$ cat config.mk
export PLATFORM = sky130hd
export DESIGN_NAME = dualmode_fifo
export DESIGN_NICKNAME = d
export VERILOG_FILES = /design/src/rtl/dmf_pkg.sv /design/src/rtl/dmf_rst_sync.sv /design/src/rtl/dmf_offsets.sv /design/src/rtl/dmf_store.sv /design/src/rtl/dmf_flags.sv /design/src/rtl/dualmode_fifo.sv
export SDC_FILE = /design/constraint.sdc
export NUM_CORES = 1
export LEC_CHECK = 0
export CAP_MARGIN = 20
export CORE_AREA = 2 2 185 187
export DETAILED_ROUTE_END_ITERATION = 6
export DIE_AREA = 0 0 187 189
export PLACE_DENSITY = 0.63
export SLEW_MARGIN = 20
export SYNTH_ARGS = -nofsm -noshare
export SYNTH_HDL_FRONTEND = slang
export SYNTH_SLANG_ARGS = --single-unit
export TNS_END_PERCENT = 20
$ cat constraint.sdc
create_clock -name clk -period 6.5 [get_ports clk]
set_input_delay 1.3 -clock clk [delete_from_list [all_inputs] [get_ports clk]]
set_output_delay 1.3 -clock clk [all_outputs]
set_load 0.1 [all_outputs]
$ cat src/rtl/dmf_pkg.sv
package dmf_pkg;
  typedef enum logic {
    MODE_STD  = 1'b0,
    MODE_FWFT = 1'b1
  } flag_mode_e;

  typedef enum logic {
    OFS_EMPTY = 1'b0,
    OFS_FULL  = 1'b1
  } ofs_sel_e;
endpackage

$ cat src/rtl/dmf_rst_sync.sv
module dmf_rst_sync #(
  parameter int STAGES = 2
) (
  input  logic clk,
  input  logic arst_n,
  output logic rst_n
);
  logic [STAGES-1:0] sh_q;
  logic [STAGES-1:0] sh_d;

  always_comb sh_d = {sh_q[STAGES-2:0], 1'b1};

  always_ff @(posedge clk or negedge arst_n) begin
    if (!arst_n) sh_q <= '0;
    else         sh_q <= sh_d;
  end

  assign rst_n = sh_q[STAGES-1];
endmodule

$ cat src/rtl/dmf_offsets.sv
module dmf_offsets #(
  parameter int CW      = 5,
  parameter int DEF_OFS = 7
) (
  input  logic          clk,
  input  logic          rst_n,
  input  logic          ld,
  input  logic          sel,
  input  logic [CW-1:0] val,
  output logic [CW-1:0] ae_ofs,
  output logic [CW-1:0] af_ofs
);
  logic [CW-1:0] ofs_q [2];

  for (genvar g = 0; g < 2; g++) begin : g_ofs
    logic [CW-1:0] d;
    always_comb d = (ld && (sel == 1'(g))) ? val : ofs_q[g];
    always_ff @(posedge clk or negedge rst_n) begin
      if (!rst_n) ofs_q[g] <= CW'(DEF_OFS);
      else        ofs_q[g] <= d;
    end
  end

  assign ae_ofs = ofs_q[dmf_pkg::OFS_EMPTY];
  assign af_ofs = ofs_q[dmf_pkg::OFS_FULL];
endmodule

$ cat src/rtl/dmf_store.sv
module dmf_store #(
  parameter int DATA_W = 18,
  parameter int DEPTH  = 16
) (
  input  logic                       clk,
  input  logic                       rst_n,
  input  logic                       push,
  input  logic                       pop,
  input  logic [DATA_W-1:0]          wdata,
  output logic [DATA_W-1:0]          head,
  output logic [$clog2(DEPTH):0]     count
);
  localparam int AW = $clog2(DEPTH);
  localparam int CW = AW + 1;

  logic [DATA_W-1:0] mem [DEPTH];
  logic [AW-1:0]     wptr_q, wptr_d;
  logic [AW-1:0]     rptr_q, rptr_d;
  logic [CW-1:0]     cnt_q,  cnt_d;

  always_comb begin
    wptr_d = push ? wptr_q + AW'(1) : wptr_q;
    rptr_d = pop  ? rptr_q + AW'(1) : rptr_q;
    cnt_d  = cnt_q + CW'(push) - CW'(pop);
  end

  always_ff @(posedge clk or negedge rst_n) begin
    if (!rst_n) begin
      wptr_q <= '0;
      rptr_q <= '0;
      cnt_q  <= '0;
    end else begin
      wptr_q <= wptr_d;
      rptr_q <= rptr_d;
      cnt_q  <= cnt_d;
    end
  end

  always_ff @(posedge clk) begin
    if (push) mem[wptr_q] <= wdata;
  end

  assign head  = mem[rptr_q];
  assign count = cnt_q;
endmodule

$ cat src/rtl/dmf_flags.sv
module dmf_flags #(
  parameter int DEPTH = 16,
  parameter int CW    = 5
) (
  input  logic          fwft,
  input  logic [CW-1:0] mem_cnt,
  input  logic          ovalid,
  input  logic [CW-1:0] ae_ofs,
  input  logic [CW-1:0] af_ofs,
  output logic          rflag_n,
  output logic          wflag_n,
  output logic          ae_n,
  output logic          hf_n,
  output logic          af_n
);
  localparam int OW   = CW + 1;
  localparam int HALF = DEPTH / 2;

  logic [OW-1:0] occ;
  logic [OW-1:0] cap;
  logic [OW-1:0] room;
  logic          stored_none;
  logic          stored_all;

  always_comb begin
    occ         = OW'(mem_cnt) + OW'(fwft & ovalid);
    cap         = OW'(DEPTH) + OW'(fwft);
    room        = cap - occ;
    stored_none = (mem_cnt == '0);
    stored_all  = (mem_cnt == CW'(DEPTH));
    if (fwft) begin
      rflag_n = ~ovalid;
      wflag_n = stored_all;
    end else begin
      rflag_n = ~stored_none;
      wflag_n = ~stored_all;
    end
    ae_n = ~(occ <= OW'(ae_ofs));
    hf_n = ~(occ > OW'(HALF));
    af_n = ~(room <= OW'(af_ofs));
  end
endmodule

$ cat src/rtl/dualmode_fifo.sv
module dualmode_fifo #(
  parameter int DATA_W     = 18,
  parameter int DEPTH      = 16,
  parameter int OFS_RESET  = 7,
  parameter int RST_STAGES = 2
) (
  input  logic                   clk,
  input  logic                   mrst_n,
  input  logic                   prst_n,
  input  logic                   mode_pin,
  input  logic                   wr_en,
  input  logic [DATA_W-1:0]      wr_data,
  input  logic                   rd_en,
  output logic [DATA_W-1:0]      rd_data,
  input  logic                   ofs_ld,
  input  logic                   ofs_sel,
  input  logic [$clog2(DEPTH):0] ofs_val,
  output logic                   rflag_n,
  output logic                   wflag_n,
  output logic                   ae_n,
  output logic                   hf_n,
  output logic                   af_n
);
  import dmf_pkg::*;

  localparam int CW = $clog2(DEPTH) + 1;

  logic rst_m_n;
  logic rst_p_n;
  logic rst_all_n;

  dmf_rst_sync #(.STAGES(RST_STAGES)) u_sync_m (
    .clk(clk), .arst_n(mrst_n), .rst_n(rst_m_n)
  );
  dmf_rst_sync #(.STAGES(RST_STAGES)) u_sync_p (
    .clk(clk), .arst_n(prst_n), .rst_n(rst_p_n)
  );
  assign rst_all_n = rst_m_n & rst_p_n;

  // configuration latched while master reset is held
  flag_mode_e mode_q, mode_d;
  logic       cfg_q,  cfg_d;
  logic       fwft;

  always_comb begin
    mode_d = rst_m_n ? mode_q : flag_mode_e'(mode_pin);
    cfg_d  = rst_m_n ? cfg_q  : 1'b1;
  end

  always_ff @(posedge clk) begin
    mode_q <= mode_d;
    cfg_q  <= cfg_d;
  end

  assign fwft = (mode_q == MODE_FWFT);

  // storage
  logic [DATA_W-1:0] head;
  logic [CW-1:0]     mem_cnt;
  logic              push;
  logic              pop;
  logic              ovalid_q, ovalid_d;
  logic [DATA_W-1:0] out_q, out_d;
  logic              have_word;

  always_comb begin
    have_word = (mem_cnt != '0);
    push      = wr_en & cfg_q & (mem_cnt != CW'(DEPTH));
    if (fwft) pop = have_word & (~ovalid_q | rd_en);
    else      pop = have_word & rd_en;
  end

  dmf_store #(.DATA_W(DATA_W), .DEPTH(DEPTH)) u_store (
    .clk   (clk),
    .rst_n (rst_all_n),
    .push  (push),
    .pop   (pop),
    .wdata (wr_data),
    .head  (head),
    .count (mem_cnt)
  );

  // output register and fall-through valid bit
  always_comb begin
    out_d    = pop ? head : out_q;
    ovalid_d = fwft ? (pop | (ovalid_q & ~rd_en)) : 1'b0;
  end

  always_ff @(posedge clk or negedge rst_all_n) begin
    if (!rst_all_n) begin
      out_q    <= '0;
      ovalid_q <= 1'b0;
    end else begin
      out_q    <= out_d;
      ovalid_q <= ovalid_d;
    end
  end

  assign rd_data = out_q;

  // thresholds
  logic [CW-1:0] ae_ofs;
  logic [CW-1:0] af_ofs;

  dmf_offsets #(.CW(CW), .DEF_OFS(OFS_RESET)) u_ofs (
    .clk    (clk),
    .rst_n  (rst_m_n),
    .ld     (ofs_ld),
    .sel    (ofs_sel),
    .val    (ofs_val),
    .ae_ofs (ae_ofs),
    .af_ofs (af_ofs)
  );

  dmf_flags #(.DEPTH(DEPTH), .CW(CW)) u_flags (
    .fwft    (fwft),
    .mem_cnt (mem_cnt),
    .ovalid  (ovalid_q),
    .ae_ofs  (ae_ofs),
    .af_ofs  (af_ofs),
    .rflag_n (rflag_n),
    .wflag_n (wflag_n),
    .ae_n    (ae_n),
    .hf_n    (hf_n),
    .af_n    (af_n)
  );
endmodule

==> key figures, run 1 <==
Outcome
  • Status: complete, no violations

STA
  • Min Tclk post-route: between 5000 and 6000 ps
  • Unrepaired setup endpoints after global routing: no
  • Setup TNS: 0 ps
  • # setup viols final: 0
  • Relative max-transition margin: 0.337
  • Fin. max-slew vios: 0
  • Fmax: approximately 180 MHz
  • Fin. Hold Viols: 0
  • Max Clock Skew: just under 9 ps
  • Worst-margin pin slew: about 990 ps
  • Part of the cycle the worst path needs: 0.836

Yosys
  • Post-synth EDFFs: 289
  • Share of the synthesized area in the top cell type: 0.645
  • Syn avg cell area: about 19 um^2
  • Post-synth top cells: edfxtp_1 (289), mux4_2 (72), nand2_1 (52)
  • Yosys reg bits: 335
  • Seq/Total Area, Yosys: 0.731
  • Yosys warnings: 0
  • Unique masters post-synth: 38
  • Cells after synthesis: a little over 700
  • Post-synth top area cell: edfxtp_1
  • Asr flop ratio synth: 0.137
  • Netlist Area Pre-Place: ~13000 um^2
  • Ys flop type: edfxtp_1
  • Top post-synthesis cells by area: edfxtp_1 (65%), mux4_2 (12%), dfrtp_1 (7.4%)
  • Count leader, synth: edfxtp_1

CTS
  • Setup Fix Bufs, Post-CTS: 0
  • CTS root buf: clkbuf_16
  • CTS Hold Buffers Added: 0
  • Worst-case clock buffer depth: 3
  • Post-CTS Resized: 0
  • CTS clock-pin slew for the worst setup and hold paths: around 60 ps
  • Total CTS buffers: 35
  • Clk_lat worst skew: around 500 ps
  • # clock sinks: 335
  • CTS H-tree lvls: 2
  • CTS tree: yes

Power
  • Cell internal pwr: between 4000 and 5000 uW
  • Combinational group share of total power: 0.347
  • Net Sw Frac: 0.344
  • Power Dens Cells: roughly 470 nW/um^2
  • NetSw: ~2500 uW
  • P_leak: between 0.005 and 0.006 uW
  • Sequential power share: 0.392
  • Final Power: approximately 7300 uW
  • Worst vdd ir: 0.365 mV
  • Clk pwr share: 0.261

Finish
  • Non-Filler Instances: 1263
  • Area of the multi-input gates: between 3000 and 4000 um^2
  • Reg area: approximately 9800 um^2
  • Filler Cells Inserted: 2781
  • Share of cells above drive strength 1: 0.226
  • Nets: 847
  • Area grow syn2layout: 16.7%
  • Fin util: 0.472

Placement
  • Placed Instances: around 1200
  • Port Buffers: between 50 and 60
  • Routability Congestion: between 0.7 and 0.8
  • Dpl hpwl: between 15 and 20 mm

GRT
  • Gr usage total: 0.154
  • Largest net degree at the start of global routing: 40
  • Initial antenna violation count: 2
  • Grt ovf: 0
  • Vias in the first global route: roughly 6700
  • First-pass GRT wire length: 40.8 mm

Worst hold path
  • Hold crit path type: reg2async

Worst setup path
  • CP arrival: between 4000 and 5000 ps
  • Worst setup SP type: flop
  • CP max FO: 7
  • CP Data Required Time: approximately 5200 ps
  • Crit end category: primary output
  • WS Path Type: reg2out

Routing
  • Initial DRC count: about 530
  • DRC errors left: 0
  • DRT Pass-1 Iters: 6
  • Vias per Instance: 5.13
  • Final wirelength: 27.2 mm
  • DR WL/cell: roughly 22 um
  • Final ANT Viol Nets: 0
  • Vias: around 6500

Die
  • Core ar.: 33300 um^2
  • Die height: roughly 190 um
  • Die Area: 35300 um^2
  • Core Rows: 67
  • Boundary Pins: 54
  • Starting Density: 0.404
  • Die X: roughly 190 um

Job
  • Maxcap violations: 0
[flip-flops by register name (all words and copies together) (netlist names)]
name            flops
u_store.count       5
rd_data            18
u_store.mem       288
u_store.rptr_q      4
u_ofs.ae_ofs        5
u_sync_m.sh_q       2
ovalid_q            1
fwft                1
u_ofs.af_ofs        5
u_store.wptr_q      4
u_sync_p.sh_q       2
[kinds of logic (layout without fill, tap and decap cells)]
logic type / after synthesis / count (layout) / synth area share
buffers and inverters: 60 / 166 / 0.0208
and+or+nand+nor: 95 / 95 / 0.0328
other: 1 / 3 / 0.000279
muxes: 115 / 115 / 0.155
adders and majority gates: 28 / 28 / 0.0266
AOI/OAI and AO/OA: 55 / 55 / 0.0218
xor gates and xnor gates: 18 / 18 / 0.0117
DFF: 335 / 335 / 0.731
[path summary, 6_finish.rpt]
kind	from	to	slack (ps)	cells after the start
max	fwft$_DFFE_PN_	af_n	1070	12
min	u_sync_m.sh_q[1]$_DFF_PN0_	u_ofs.af_ofs[3]$_DFFE_PN0P_	190	0
max reg2reg	u_store.count[2]$_DFF_PN0_	u_store.count[4]$_DFF_PN0_	3020	14
min reg2reg	u_sync_m.sh_q[1]$_DFF_PN0_	u_ofs.af_ofs[3]$_DFFE_PN0P_	190	0
max in group asynchronous	u_sync_m.sh_q[1]$_DFF_PN0_	u_store.rptr_q[0]$_DFFE_PN0P_	4940	1
min in group clk	u_sync_m.sh_q[0]$_DFF_PN0_	u_sync_m.sh_q[1]$_DFF_PN0_	340	0
[cell usage in the layout, fill, tap and decap left out, types with 5 or more instances in the layout]
master           count
edfxtp_1           289
mux4_2              72
clkdlybuf4s50_1     53
nand2_1             52
clkbuf_16           37
dfrtp_1             37
inv_1               28
ha_1                27
mux2_2              24
a21oi_1             22
buf_4               22
mux2i_1             19
o21ai_1             19
xnor2_1             11
clkbuf_1            10
and2_1               9
xor2_1               7
o21ai_0              7
clkinv_1             6
dfstp_2              6
nor2b_1              5
nor2_1               5
clkinv_2             5
[metal layers]
layer | wire [um] | vias to the layer above | track usage
met2 | 13300 | 132 | 0.258
met1 | 12300 | 3392 | 0.208
met3 | 1300 | 27 | 0.0319
li1 | - | 2923 | -
met4 | 340 | 2 | 0.0375
met5 | 16 | - | 0
[worst max-delay path, cell delays in order (launching register included)]
cell and delay (ps):
edfxtp_1 480, and2_1 210, ha_1 210, ha_1 210, xor2_1 200, nor3b_1 320
xor2_1 180, ha_1 270, nand2_1 80, nor2_1 40, a2111oi_0 340, o21ai_1 120
clkdlybuf4s50_1 970
[power by group through the flow]
stage               Clock (uW)  Sequential [uW]  Combinational [uW]
floorplan                    0             3180                1660
global placement             0             2910                2550
detailed placement           0             2920                2570
CTS                       1960             2870                2580
global route              2040             2910                2730
finish                    1910             2870                2540
[stage by stage]
step / cell area, um^2 / hold slack (ps) / setup slack [ps]
floorplan: 13500 / 131 / 1260
global placement: 14600 / 194 / 1570
detailed placement: 14600 / 195 / 1580
CTS: 15700 / 200 / 1030
global route: 15700 / 240 / 818
finish: 15700 / 190 / 1070
[area by class of cell]
type                            count  area share
Tap cell                          448      0.0357
Inverter                           28     0.00669
Sequential cell                   335       0.627
Timing Repair Buffer               75      0.0443
Antenna cell                        1    0.000159
Multi-Input combinational cell    313       0.215
Clock inverter                     13     0.00685
Clock buffer                       50      0.0640
Note: power is estimated with default switching activity, not from simulation.
==> run 2, diff against run 1 <==
--- a/config.mk
+++ b/config.mk
@@ -9,7 +9,7 @@
 export CORE_AREA = 2 2 185 187
 export DETAILED_ROUTE_END_ITERATION = 6
 export DIE_AREA = 0 0 187 189
-export PLACE_DENSITY = 0.63
+export PLACE_DENSITY = 0.65
 export SLEW_MARGIN = 20
 export SYNTH_ARGS = -nofsm -noshare
 export SYNTH_HDL_FRONTEND = slang
==> constraint.sdc (replaced) <==
create_clock -name clk -period 4.5 [get_ports clk]
set_input_delay 0.9 -clock clk [delete_from_list [all_inputs] [get_ports clk]]
set_output_delay 0.9 -clock clk [all_outputs]
set_load 0.1 [all_outputs]
==> run 2 against run 1 <==
Compared with the run above: largest power group unchanged; critical endpoint unchanged; total power increased by 44%; clock power grew 40%; register-to-register slack lost 1600 ps.
==> key figures, run 2 (synthesis gave the netlist of run 1 again) <==
STA
  • Relative max-transition margin: 0.320 (was 0.337)
  • Fin. max-slew vios: 0 (unchanged)
  • Part of the cycle the worst path needs: 0.947
  • Setup TNS: 0 ps (unchanged)
  • Fin. Hold Viols: 0 (unchanged)
  • Min Tclk post-route: between 4000 and 5000 ps
  • # setup viols final: 0 (unchanged)
  • Max Clock Skew: 14.3 ps (was 8.78 ps)
  • Unrepaired setup endpoints after global routing: no (unchanged)
  • Fmax: roughly 230 MHz
  • Worst-margin pin slew: 1020 ps (was 992 ps)

Power
  • Power Dens Cells: 670 nW/um^2 (was 466 nW/um^2)
  • Final Power: 10500 uW (was 7320 uW)
  • P_leak: 0.00539 uW (about the same)
  • Worst vdd ir: 0.531 mV (was 0.365 mV)

Die
  • Boundary Pins: 54 (unchanged)
  • Core ar.: 33300 um^2 (unchanged)
  • Die X: 187 um (unchanged)
  • Core Rows: 67 (unchanged)
  • Die height: 189 um (unchanged)
  • Die Area: 35300 um^2 (unchanged)
  • Starting Density: 0.404 (unchanged)

CTS
  • Total CTS buffers: 34 (was 35)
  • CTS root buf: clkbuf_16 (unchanged)
  • Clk_lat worst skew: 500 ps (about the same)
  • Setup Fix Bufs, Post-CTS: 0 (unchanged)
  • CTS H-tree lvls: 2 (unchanged)
  • CTS Hold Buffers Added: 0 (unchanged)
  • CTS tree: yes (unchanged)
  • Worst-case clock buffer depth: 3 (unchanged)
  • # clock sinks: 335 (unchanged)
  • CTS clock-pin slew for the worst setup and hold paths: 60 ps (about the same)

Finish
  • Largest register FFs: 288 (unchanged)
  • Inserted Diodes: 0 (was 1)
  • Most flops, register: u_store.mem (unchanged)
  • Most frequent cells in the layout: edfxtp_1 (289), mux4_2 (72), nand2_1 (52) (was edfxtp_1 (289), mux4_2 (72), clkdlybuf4s50_1 (53))
  • Area grow syn2layout: 16.7% (about the same)
  • Most common cell after layout, fill and taps aside: edfxtp_1 (unchanged)
  • Fin util: 0.472 (about the same)
  • Nets: 851 (was 847)
  • Share of cells above drive strength 1: 0.235 (was 0.226)

Routing
  • Final ANT Viol Nets: 0 (unchanged)
  • DR WL/cell: 21.3 um (was 21.5 um)
  • Vias per Instance: 5.14 (was 5.13)
  • DRC errors left: 0 (unchanged)
  • DRT Pass-1 Iters: 4 (was 6)
  • Final wirelength: 26.9 mm (was 27.2 mm)
  • Vias: 6503 (was 6476)
  • Initial DRC count: 560 (was 529)

Worst setup path
  • CP max FO: 7 (unchanged)
  • Worst setup SP type: flop (unchanged)
  • CP arrival: 3360 ps (was 4130 ps)
  • CP Data Required Time: 3600 ps (was 5200 ps)
  • Crit end category: primary output (unchanged)
  • WS Path Type: reg2out (unchanged)

Placement
  • Port Buffers: 53 (unchanged)
  • Dpl hpwl: 16.1 mm (was 15.8 mm)
  • Routability Congestion: 0.766 (was 0.754)

GRT
  • Largest net degree at the start of global routing: 39 (was 40)
  • Vias in the first global route: 6738 (was 6656)
  • Grt ovf: 0 (unchanged)
  • First-pass GRT wire length: 40.9 mm (was 40.8 mm)
  • Initial antenna violation count: 0 (was 2)
  • Gr usage total: 0.155 (was 0.154)

Outcome
  • Status: complete, no violations (unchanged)

Job
  • Maxcap violations: 0 (unchanged)

Worst hold path
  • Hold crit path type: reg2async (unchanged)
-- run 2: area by class of cell --
type | instances | area, um^2
clock buffers | 47 | 941
clock inverters | 13 | 124
fillers | 2781 | 17600
inverters | 28 | 105
multi-input cells | 313 | 3390
flip-flops and latches | 335 | 9840
well taps | 448 | 561
repair buffers | 80 | 726
-- run 2: routing by layer --
| metal | vias up | GRT usage | share of wire |
|---|---|---|---|
| met5 | - | 0 | 0 |
| met2 | 161 | 0.253 | 0.48 |
| li1 | 2929 | - | - |
| met4 | 0 | 0.0464 | 0.022 |
| met3 | 40 | 0.0295 | 0.054 |
| met1 | 3373 | 0.213 | 0.44 |
-- run 2: report_power, final --
group	internal [uW]	switching, uW	leakage [uW]
registers	3810	351	0.00316
logic	1460	2200	0.00172
clock network	1580	1100	0.000512
-- run 2: per-stage QoR --
step	worst slack, ps	instance area [um^2]	hold WS, ps	cells
final	237	15700	173	1264
after CTS	103	15700	195	1264
after global routing	27.9	15700	228	1264
after detailed placement	658	14600	192	1204
after global placement	698	14600	189	1204
after floorplan	102	13500	131	708
-- run 2: repair_timing --
item                                    in CTS  in global routing
resized for setup                            0                  2
endpoints found under the hold margin        0                  0
endpoints found under the setup margin       0                  1
-- run 2: path summary, 6_finish.rpt --
kind / start / to / slack [ps] / cells past startpoint
worst max register to register: u_store.count[2]$_DFF_PN0_ / u_store.mem[3][12]$_DFFE_PP_ / 1460 / 7
worst max-delay path: fwft$_DFFE_PN_ / af_n / 240 / 11
max in group asynchronous: u_sync_m.sh_q[1]$_DFF_PN0_ / u_store.rptr_q[0]$_DFFE_PN0P_ / 2970 / 1
min in group clk: u_sync_m.sh_q[0]$_DFF_PN0_ / u_sync_m.sh_q[1]$_DFF_PN0_ / 350 / 0
worst min register to register: u_sync_m.sh_q[1]$_DFF_PN0_ / u_ofs.ae_ofs[4]$_DFFE_PN0P_ / 170 / 0
worst min-delay path: u_sync_m.sh_q[1]$_DFF_PN0_ / u_ofs.ae_ofs[4]$_DFFE_PN0P_ / 170 / 0
-- run 2: worst max-delay path: stages, from the launching register on --
cell and delay, ps:
edfxtp_1 490, and2_1 210, ha_1 210, ha_1 360
inv_1 60, ha_1 290, ha_1 290, a21oi_1 150
nor2_1 60, a2111oi_0 380, o21ai_1 130, buf_4 240
